**config.mk**
```make
export PLATFORM = sky130hd
export DESIGN_NAME = cmdq_write_engine
export DESIGN_NICKNAME = d
export VERILOG_FILES = /design/src/rtl/cmdq_pkg.sv /design/src/rtl/cmdq_csr.sv /design/src/rtl/cmdq_decode.sv /design/src/rtl/cmdq_seq.sv /design/src/rtl/cmdq_write_engine.sv
export SDC_FILE = /design/constraint.sdc
export NUM_CORES = 1
export LEC_CHECK = 0
export CAP_MARGIN = 20
export CORE_MARGIN = 2
export CORE_UTILIZATION = 45
export CTS_BUF_LIST = sky130_fd_sc_hd__clkbuf_8
export CTS_CLUSTER_DIAMETER = 80
export CTS_CLUSTER_SIZE = 40
export DETAILED_ROUTE_END_ITERATION = 12
export GPL_TIMING_DRIVEN = 1
export PLACE_DENSITY = 0.73
export SLEW_MARGIN = 20
export SYNTH_ARGS = -nofsm -noshare
export SYNTH_HDL_FRONTEND = slang
export SYNTH_SLANG_ARGS = --single-unit
```
**constraint.sdc**
```tcl
create_clock -name clk -period 2.25 [get_ports clk]
set_clock_uncertainty 0.2 [all_clocks]
set_input_delay 0.45 -clock clk [delete_from_list [all_inputs] [get_ports clk]]
set_output_delay 0.45 -clock clk [all_outputs]
set_load 0.02 [all_outputs]
```
**src/rtl/cmdq_pkg.sv**
```systemverilog
package cmdq_pkg;
    localparam int WORD_W = 32;
    localparam int OFS_W  = 20;
    localparam int BE_W   = 4;

    localparam logic [7:0] OP_SINGLE = 8'h01;
    localparam logic [7:0] OP_BURST  = 8'h09;

    localparam logic [1:0] CSR_CTRL  = 2'd0;
    localparam logic [1:0] CSR_START = 2'd1;
    localparam logic [1:0] CSR_END   = 2'd2;

    typedef enum logic [2:0] {
        S_IDLE, S_FETCH_LO, S_FETCH_HI, S_DECODE,
        S_PUT_ONE, S_FETCH_DAT, S_PUT_DAT, S_NEXT
    } seq_state_e;

    typedef enum logic [1:0] { K_NOP, K_SINGLE, K_BURST, K_BAD } kind_e;
endpackage

```
**src/rtl/cmdq_csr.sv**
```systemverilog
module cmdq_csr
    import cmdq_pkg::*;
#(
    parameter int ADDR_W = 16
) (
    input  logic              clk,
    input  logic              rst_n,
    input  logic              cfg_we,
    input  logic [1:0]        cfg_addr,
    input  logic [WORD_W-1:0] cfg_wdata,
    input  logic              busy,
    input  logic              err_set,
    output logic              en_q,
    output logic              err_q,
    output logic [ADDR_W-1:0] start_q,
    output logic [ADDR_W-1:0] end_q,
    output logic              launch
);
    logic              wr_ok;
    logic [ADDR_W-1:0] wr_ptr;
    logic              unused_cfg;

    assign wr_ok      = cfg_we && !busy;
    assign wr_ptr     = {cfg_wdata[ADDR_W-1:3], 3'b000};
    assign unused_cfg = ^{cfg_wdata[WORD_W-1:ADDR_W], cfg_wdata[2]};
    assign launch     = wr_ok && (cfg_addr == CSR_END) && en_q && (wr_ptr != start_q);

    always_ff @(posedge clk) begin
        if (!rst_n) begin
            en_q    <= 1'b0;
            err_q   <= 1'b0;
            start_q <= '0;
            end_q   <= '0;
        end else begin
            if (wr_ok && cfg_addr == CSR_CTRL) en_q    <= cfg_wdata[0];
            if (wr_ok && cfg_addr == CSR_START) start_q <= wr_ptr;
            if (wr_ok && cfg_addr == CSR_END)   end_q   <= wr_ptr;
            if (err_set)
                err_q <= 1'b1;
            else if (wr_ok && cfg_addr == CSR_CTRL && cfg_wdata[1])
                err_q <= 1'b0;
        end
    end
endmodule

```
**src/rtl/cmdq_decode.sv**
```systemverilog
module cmdq_decode
    import cmdq_pkg::*;
(
    input  logic [WORD_W-1:0] lo_word,
    input  logic [WORD_W-1:0] hi_word,
    output kind_e             kind,
    output logic [OFS_W-1:0]  ofs,
    output logic [BE_W-1:0]   be
);
    assign ofs = hi_word[OFS_W-1:0];
    assign be  = hi_word[OFS_W+BE_W-1:OFS_W];

    always_comb begin
        if (lo_word == '0 && hi_word == '0)
            kind = K_NOP;
        else if (hi_word[WORD_W-1:WORD_W-8] == OP_SINGLE)
            kind = K_SINGLE;
        else if (hi_word[WORD_W-1:WORD_W-8] == OP_BURST)
            kind = K_BURST;
        else
            kind = K_BAD;
    end
endmodule

```
**src/rtl/cmdq_seq.sv**
```systemverilog
module cmdq_seq
    import cmdq_pkg::*;
#(
    parameter int ADDR_W = 16,
    parameter int LEN_W  = 16
) (
    input  logic              clk,
    input  logic              rst_n,
    input  logic              launch,
    input  logic [ADDR_W-1:0] start_addr,
    input  logic [ADDR_W-1:0] end_addr,
    output logic              busy,
    output logic              err_set,
    output logic              mem_req,
    output logic [ADDR_W-1:0] mem_addr,
    input  logic              mem_rvalid,
    input  logic [WORD_W-1:0] mem_rdata,
    output logic              rw_valid,
    input  logic              rw_ready,
    output logic [OFS_W-1:0]  rw_addr,
    output logic [WORD_W-1:0] rw_data,
    output logic [BE_W-1:0]   rw_be
);
    localparam logic [ADDR_W-1:0] STEP = ADDR_W'(4);

    seq_state_e        state_q, state_d;
    logic [ADDR_W-1:0] ptr_q;
    logic [WORD_W-1:0] lo_q, hi_q, dat_q;
    logic [LEN_W-1:0]  left_q;
    kind_e             kind;
    logic [OFS_W-1:0]  dec_ofs;
    logic [BE_W-1:0]   dec_be;

    cmdq_decode u_dec (
        .lo_word (lo_q),
        .hi_word (hi_q),
        .kind    (kind),
        .ofs     (dec_ofs),
        .be      (dec_be)
    );

    // state register
    always_ff @(posedge clk) begin
        if (!rst_n) state_q <= S_IDLE;
        else        state_q <= state_d;
    end

    // next state
    always_comb begin
        state_d = state_q;
        unique case (state_q)
            S_IDLE:      if (launch) state_d = S_FETCH_LO;
            S_FETCH_LO:  if (mem_rvalid) state_d = S_FETCH_HI;
            S_FETCH_HI:  if (mem_rvalid) state_d = S_DECODE;
            S_DECODE: begin
                unique case (kind)
                    K_NOP:    state_d = S_NEXT;
                    K_SINGLE: state_d = S_PUT_ONE;
                    K_BURST:  state_d = (lo_q[LEN_W-1:0] == '0) ? S_NEXT : S_FETCH_DAT;
                    K_BAD:    state_d = S_IDLE;
                endcase
            end
            S_PUT_ONE:   if (rw_ready) state_d = S_NEXT;
            S_FETCH_DAT: if (mem_rvalid) state_d = S_PUT_DAT;
            S_PUT_DAT:   if (rw_ready) state_d = (left_q == '0) ? S_NEXT : S_FETCH_DAT;
            S_NEXT:      state_d = (ptr_q >= end_addr) ? S_IDLE : S_FETCH_LO;
            default:     state_d = S_IDLE;
        endcase
    end

    // datapath registers
    always_ff @(posedge clk) begin
        if (!rst_n) begin
            ptr_q  <= '0;
            lo_q   <= '0;
            hi_q   <= '0;
            dat_q  <= '0;
            left_q <= '0;
        end else begin
            unique case (state_q)
                S_IDLE: if (launch) ptr_q <= start_addr;
                S_FETCH_LO: if (mem_rvalid) begin
                    lo_q  <= mem_rdata;
                    ptr_q <= ptr_q + STEP;
                end
                S_FETCH_HI: if (mem_rvalid) begin
                    hi_q  <= mem_rdata;
                    ptr_q <= ptr_q + STEP;
                end
                S_DECODE: left_q <= lo_q[LEN_W-1:0];
                S_FETCH_DAT: if (mem_rvalid) begin
                    dat_q  <= mem_rdata;
                    ptr_q  <= ptr_q + STEP;
                    left_q <= left_q - 1'b1;
                end
                S_PUT_DAT: if (rw_ready && left_q == '0 && ptr_q[2])
                    ptr_q <= ptr_q + STEP;   // skip the pad dword
                default: ;
            endcase
        end
    end

    // outputs
    always_comb begin
        busy     = (state_q != S_IDLE);
        mem_req  = (state_q == S_FETCH_LO) || (state_q == S_FETCH_HI) ||
                   (state_q == S_FETCH_DAT);
        mem_addr = ptr_q;
        rw_valid = (state_q == S_PUT_ONE) || (state_q == S_PUT_DAT);
        rw_addr  = dec_ofs;
        rw_data  = (state_q == S_PUT_ONE) ? lo_q : dat_q;
        rw_be    = (state_q == S_PUT_ONE) ? dec_be : {BE_W{1'b1}};
        err_set  = (state_q == S_DECODE) && (kind == K_BAD);
    end
endmodule

```
**src/rtl/cmdq_write_engine.sv**
```systemverilog
module cmdq_write_engine
    import cmdq_pkg::*;
#(
    parameter int ADDR_W = 16,
    parameter int LEN_W  = 16
) (
    input  logic              clk,
    input  logic              rst_n,
    input  logic              cfg_we,
    input  logic [1:0]        cfg_addr,
    input  logic [31:0]       cfg_wdata,
    output logic              st_enable,
    output logic              st_busy,
    output logic              st_error,
    output logic              mem_req,
    output logic [ADDR_W-1:0] mem_addr,
    input  logic              mem_rvalid,
    input  logic [31:0]       mem_rdata,
    output logic              rw_valid,
    input  logic              rw_ready,
    output logic [19:0]       rw_addr,
    output logic [31:0]       rw_data,
    output logic [3:0]        rw_be
);
    logic              launch;
    logic              err_set;
    logic [ADDR_W-1:0] start_q;
    logic [ADDR_W-1:0] end_q;

    cmdq_csr #(.ADDR_W(ADDR_W)) u_csr (
        .clk       (clk),
        .rst_n     (rst_n),
        .cfg_we    (cfg_we),
        .cfg_addr  (cfg_addr),
        .cfg_wdata (cfg_wdata),
        .busy      (st_busy),
        .err_set   (err_set),
        .en_q      (st_enable),
        .err_q     (st_error),
        .start_q   (start_q),
        .end_q     (end_q),
        .launch    (launch)
    );

    cmdq_seq #(.ADDR_W(ADDR_W), .LEN_W(LEN_W)) u_seq (
        .clk        (clk),
        .rst_n      (rst_n),
        .launch     (launch),
        .start_addr (start_q),
        .end_addr   (end_q),
        .busy       (st_busy),
        .err_set    (err_set),
        .mem_req    (mem_req),
        .mem_addr   (mem_addr),
        .mem_rvalid (mem_rvalid),
        .mem_rdata  (mem_rdata),
        .rw_valid   (rw_valid),
        .rw_ready   (rw_ready),
        .rw_addr    (rw_addr),
        .rw_data    (rw_data),
        .rw_be      (rw_be)
    );
endmodule

```
# Word level (Yosys, flattened, before mapping)
# Index checks and enable logic that the tools add are counted.
# Widths: inputs -> output; s select.
# op_classes
add_sub_neg,2
div_mod_pow,0
mul,0
n_eq_ne,23
n_lt_le_gt_ge,1
bitwise,0
reduce_logical,33
muxes,24
shift,0
# op_table
cell,n
$logic_not 32->1,2
$mux 16,4
$pmux 16 s3,1
$logic_not 16->1,2
$mux 32,1
$pmux 16 s2,1
$pmux 3 s8,1
$mux 3,6
$add 16x3->16 const B,1
$ge 16x16->1,1
$sub 16x1->16 const B,1
$ne 13x13->1,1
$eq 3x3->1 const B,4
$ne 2x2->1 const B,6
$pmux 3 s4,1
$logic_and 1x1->1,11
$eq 8x1->1 const B,1
$eq 8x4->1 const B,1
$mux 2,4
$reduce_and 2->1,4
$eq 2x2->1 const B,3
$eq 3x2->1 const B,2
$reduce_and 6->1,1
$reduce_bool 3->1,2
12 further kinds,21
# totals
mem_bits_ro,0
ram_bits,0
memories,0
regBits,159
output_inout_bits,77
latchBits,0

# Longest topological paths before layout
# logic_depth
word_depth,8
depth_mapped,10
mapped_depth_nobuf,7

# Hierarchy
# Synthesis repeated with hierarchy kept, for this count alone.
# hier_totals
cells_unflattened,1025
area_unflattened_um2,8051.5
# modules_own_cells
mod,cells_per_inst,seq_area_each_um2,area_each_um2,instances
cmdq_seq,825,2622.5,6396.1,1
cmdq_csr,148,560.5,1295.0,1
cmdq_decode,52,0.0,360.3,1

# Worst setup path before layout
# OpenSTA, ideal clock, no wires.
# synth_timing
path_kind,register to output
start,register u_seq.state_q[0]
end,output rw_data[10]
path_slack_ns,-0.142
arrival_ns,1.742
stages_incl_launch_ff,7
path_cell_list,dfxtp_1 -> inv_1 -> ha_1 -> nand2_1 -> buf_2 -> buf_1 -> mux2_2
# synth_between
elab_chain_cells,2
# synth_lines
element,line,rtl
start: declaration,cmdq_seq.sv:26,"seq_state_e state_q, state_d;"
start signal: assignment,cmdq_seq.sv:45,else state_q <= state_d;
$eq 3x3->1,cmdq_seq.sv:111,rw_data = (state_q == S_PUT_ONE) ? lo_q : dat_q;
$mux 32,cmdq_seq.sv:111,
end: declaration,cmdq_write_engine.sv:22,"output logic [31:0] rw_data,"
# No other way between the ends.

# Worst setup path in the final report
# layout_timing
start,register u_seq.state_q[0]
end,output rw_data[17]
# The elaborated chain is that of the path after synthesis.

==> impl_results.md <==
* Crit end category: output pin
* Seq cells post-synth at 157
* Critical path cell sequence: inv_2, ha_4, nand2_4, buf_12, clkbuf_16, mux2_4, buf_6
* Failing checks: setup timing
* I/O Buffers at 128
* CTS tree: built
* Maxcap violations at 0
* Vias at 7,970
* Crit Path Max Fanout at 5
* EDFF count, synth at 0
* Die area at 18,500 sq um
* Final count of pins violating max slew at 0
* Area post-placement at 9880 sq um
* Synth cell count leaders: nand2_1 (243), dfxtp_1 (157), a21oi_1 (138), nor2_1 (54), clkbuf_1 (47)
* Final setup viols at 53
* Slack of the critical path at -234 ps
* Synth cell types at 67
* Top post-synthesis cells by area: dfxtp_1 (40%), nand2_1 (12%), a21oi_1 (8.8%)
* Vias in the first global route at 7,400
* Final hold vios at 0
* Post-DR wirelength/cell at 17.7 microns
* Die width at 136 microns
* Core Area at 17,200 sq um
* Register area share after synthesis at 0.400
* Min Tclk post-route at 2480 ps
* Synth Warn # at 0
* Reg2Reg Depth at 10
* Dominant synthesized flop cell: dfxtp_1
* Slowest cell on the critical path: dfxtp_2
* Clock slew at reported path FFs at 90 ps
* Area leader, netlist: dfxtp_1
* DPL Wire Length at 15.9 mm
* Drt drc at 0
* CP Buf/Inv Count at 4
* Gr ovfl total at 0
* Die Span Y at 136 microns
* Overall routing resource usage at 0.258
* Worst Path Arrival at 1830 ps
* Pwr Density at 1030 nW/um^2
* Drt first pass iters at 5
* Synthesized area per cell at 7.95 sq um
* Initial antenna violation count at 0
* Levels on crit path at 7
* Worst hold slack at 258 ps
* Sink Count at 157
* Top-area cell type share of the netlist area at 0.400
* F_max at 403 MHz
* Boundary pin count at 148
* Least-Margin Pin Slew at 633 ps
* Post-layout instance area at 10,900 sq um
* Post-Syn Area at 7860 sq um
* Cells after Synth at 988
* Initial Util at 0.458
* Post-synth ARST share at 0
* Critical Path Source Type: flip-flop
* Pleak at 4.24 nW
* Largest net degree at the start of global routing at 44
* Setup tns final at -8560 ps
* Latest clock arrival within the worst-skew pair at 470 ps
* Inserted Diodes at 0
* Worst slew margin at 0.573
* RSZ-0062 raised after global routing: true
* Routed Antenna Nets at 0
* Area Overhead vs Synth at 39.3%
* Status: finished, violations left
* H-tree depth at 4
* Pre-CTS setup slack at -311 ps
* Cell with the most instances after synthesis: nand2_1
* Layout cells sized above 1 at 0.241
* Crit path kind: flip-flop to output pin
* Tcrit/Tclk final at 1.10
* Number of nets in the layout at 1,254
* Cell family with most CP delay: buffers and inverters
* Hold Crit Depth at 2
* Vias per Instance at 5.69
* Type of the worst min-delay path: flip-flop to flip-flop
* Critical path's largest stage delay at 350 ps
* DRT Wirelength at 24.8 mm
* CTS Buf Count at 17
* Peak VDD IR at 730 uV
* Critical Path RT at 1600 ps
* Max Buffers Root-to-Sink at 2
* Core Rows at 48
* Initial detailed-routing violation count at 761
* Clk Tree Root Cell: clkbuf_8
* First-pass GRT wire length at 37.8 mm
* Final GP Congestion at 0.929
stage by stage:
| stage | total power, mW | utilization | std cells |
|---|---|---|---|
| after floorplan | 6.10 | - | 989 |
| after global placement | 7.95 | 0.575 | 1352 |
| after detailed placement | 8.01 | 0.575 | 1352 |
| after CTS | 10.6 | 0.615 | 1397 |
| after global routing | 11.8 | 0.637 | 1401 |
| final | 11.2 | 0.637 | 1401 |
layout make-up:
class | instances | area (sq um)
sequential | 157 | 3150
inverter | 26 | 100
fill | 1436 | 6230
tap | 225 | 282
timing repair buffer | 244 | 2430
clock inverter | 14 | 115
clock buffer | 17 | 234
multi-input combinational | 718 | 4640
cells by family (layout without fill, tap and decap cells):
logic type / Yosys count / in the layout / share of synthesized area
adder cells (fa/ha/maj): 19 / 19 / 0.0303
AND/OR/NAND/NOR: 409 / 410 / 0.239
buffers and inverters: 115 / 301 / 0.0702
other: 1 / 2 / 0.000477
XOR/XNOR: 13 / 13 / 0.0145
multiplexers: 49 / 49 / 0.0678
flip-flops: 157 / 157 / 0.400
AO/OA/AOI/OAI: 225 / 225 / 0.178
timing repair:
action                     4_1_cts  5_1_grt
hold buffers                     0        0
setup buffers                   10        7
resized for setup              256       90
pin swaps                       20       28
gates cloned                     4        1
setup endpoints to repair       59       62
tightest hold or removal path, stage by stage (launching register included):
cell	delay, ps
dfxtp_1	320
nand2_1	50
a21oi_1	50
layer usage:
layer	track usage	up-vias	share of wire
met5	0	-	0
met4	0.106	0	0.028
met3	0.0652	53	0.077
met2	0.414	323	0.48
met1	0.330	3796	0.41
li1	-	3798	-
power breakdown:
group	internal [mW]	switching (mW)	leakage, nW
Combinational	2.82	3.13	2.78
Sequential	3.07	0.293	1.27
Clock	0.781	1.16	0.183
path summary, 6_finish.rpt:
check              startpoint                 to  slack (ps)
min reg2reg   u_seq.dat_q[13]    u_seq.dat_q[13]         260
min           u_seq.dat_q[13]    u_seq.dat_q[13]         260
max          u_seq.state_q[0]        rw_data[17]        -230
max reg2reg  u_seq.state_q[0]  u_seq.mem_addr[9]        -160
registers in the layout, summed over array words and instances (netlist names), 3 cells and up:
register	cells
u_csr.end_q	13
u_csr.start_q	13
u_seq.dat_q	32
u_seq.hi_q	32
u_seq.left_q	16
u_seq.lo_q	32
u_seq.mem_addr	14
u_seq.state_q	3
placed cells by master (no fill, tap or decap), drive strengths merged, types with 3 or more instances in the layout:
cell / netlist / routed
nand3: 24 / 25
or2: 5 / 5
clkdlybuf4s50: 0 / 82
a2111oi: 3 / 3
mux2i: 15 / 15
ha: 19 / 19
a211oi: 5 / 5
dlygate4sd2: 0 / 5
clkinv: 2 / 7
nor4b: 3 / 3
inv: 24 / 32
a22o: 3 / 3
o32ai: 7 / 7
nand2: 243 / 243
clkbuf: 47 / 18
and3: 5 / 5
xor2: 13 / 13
and2: 5 / 5
a31oi: 5 / 5
buf: 42 / 154
o41ai: 5 / 5
a21oi: 138 / 138
nor2b: 3 / 3
o221a: 7 / 7
mux2: 34 / 34
nand2b: 4 / 4
a22oi: 6 / 6
o21ai: 16 / 16
nor3: 9 / 9
dfxtp: 157 / 157
nand4: 12 / 12
nor2: 54 / 54
nor4: 32 / 32
a41oi: 3 / 3
o211ai: 5 / 5
(Power assumes the default switching activity.)
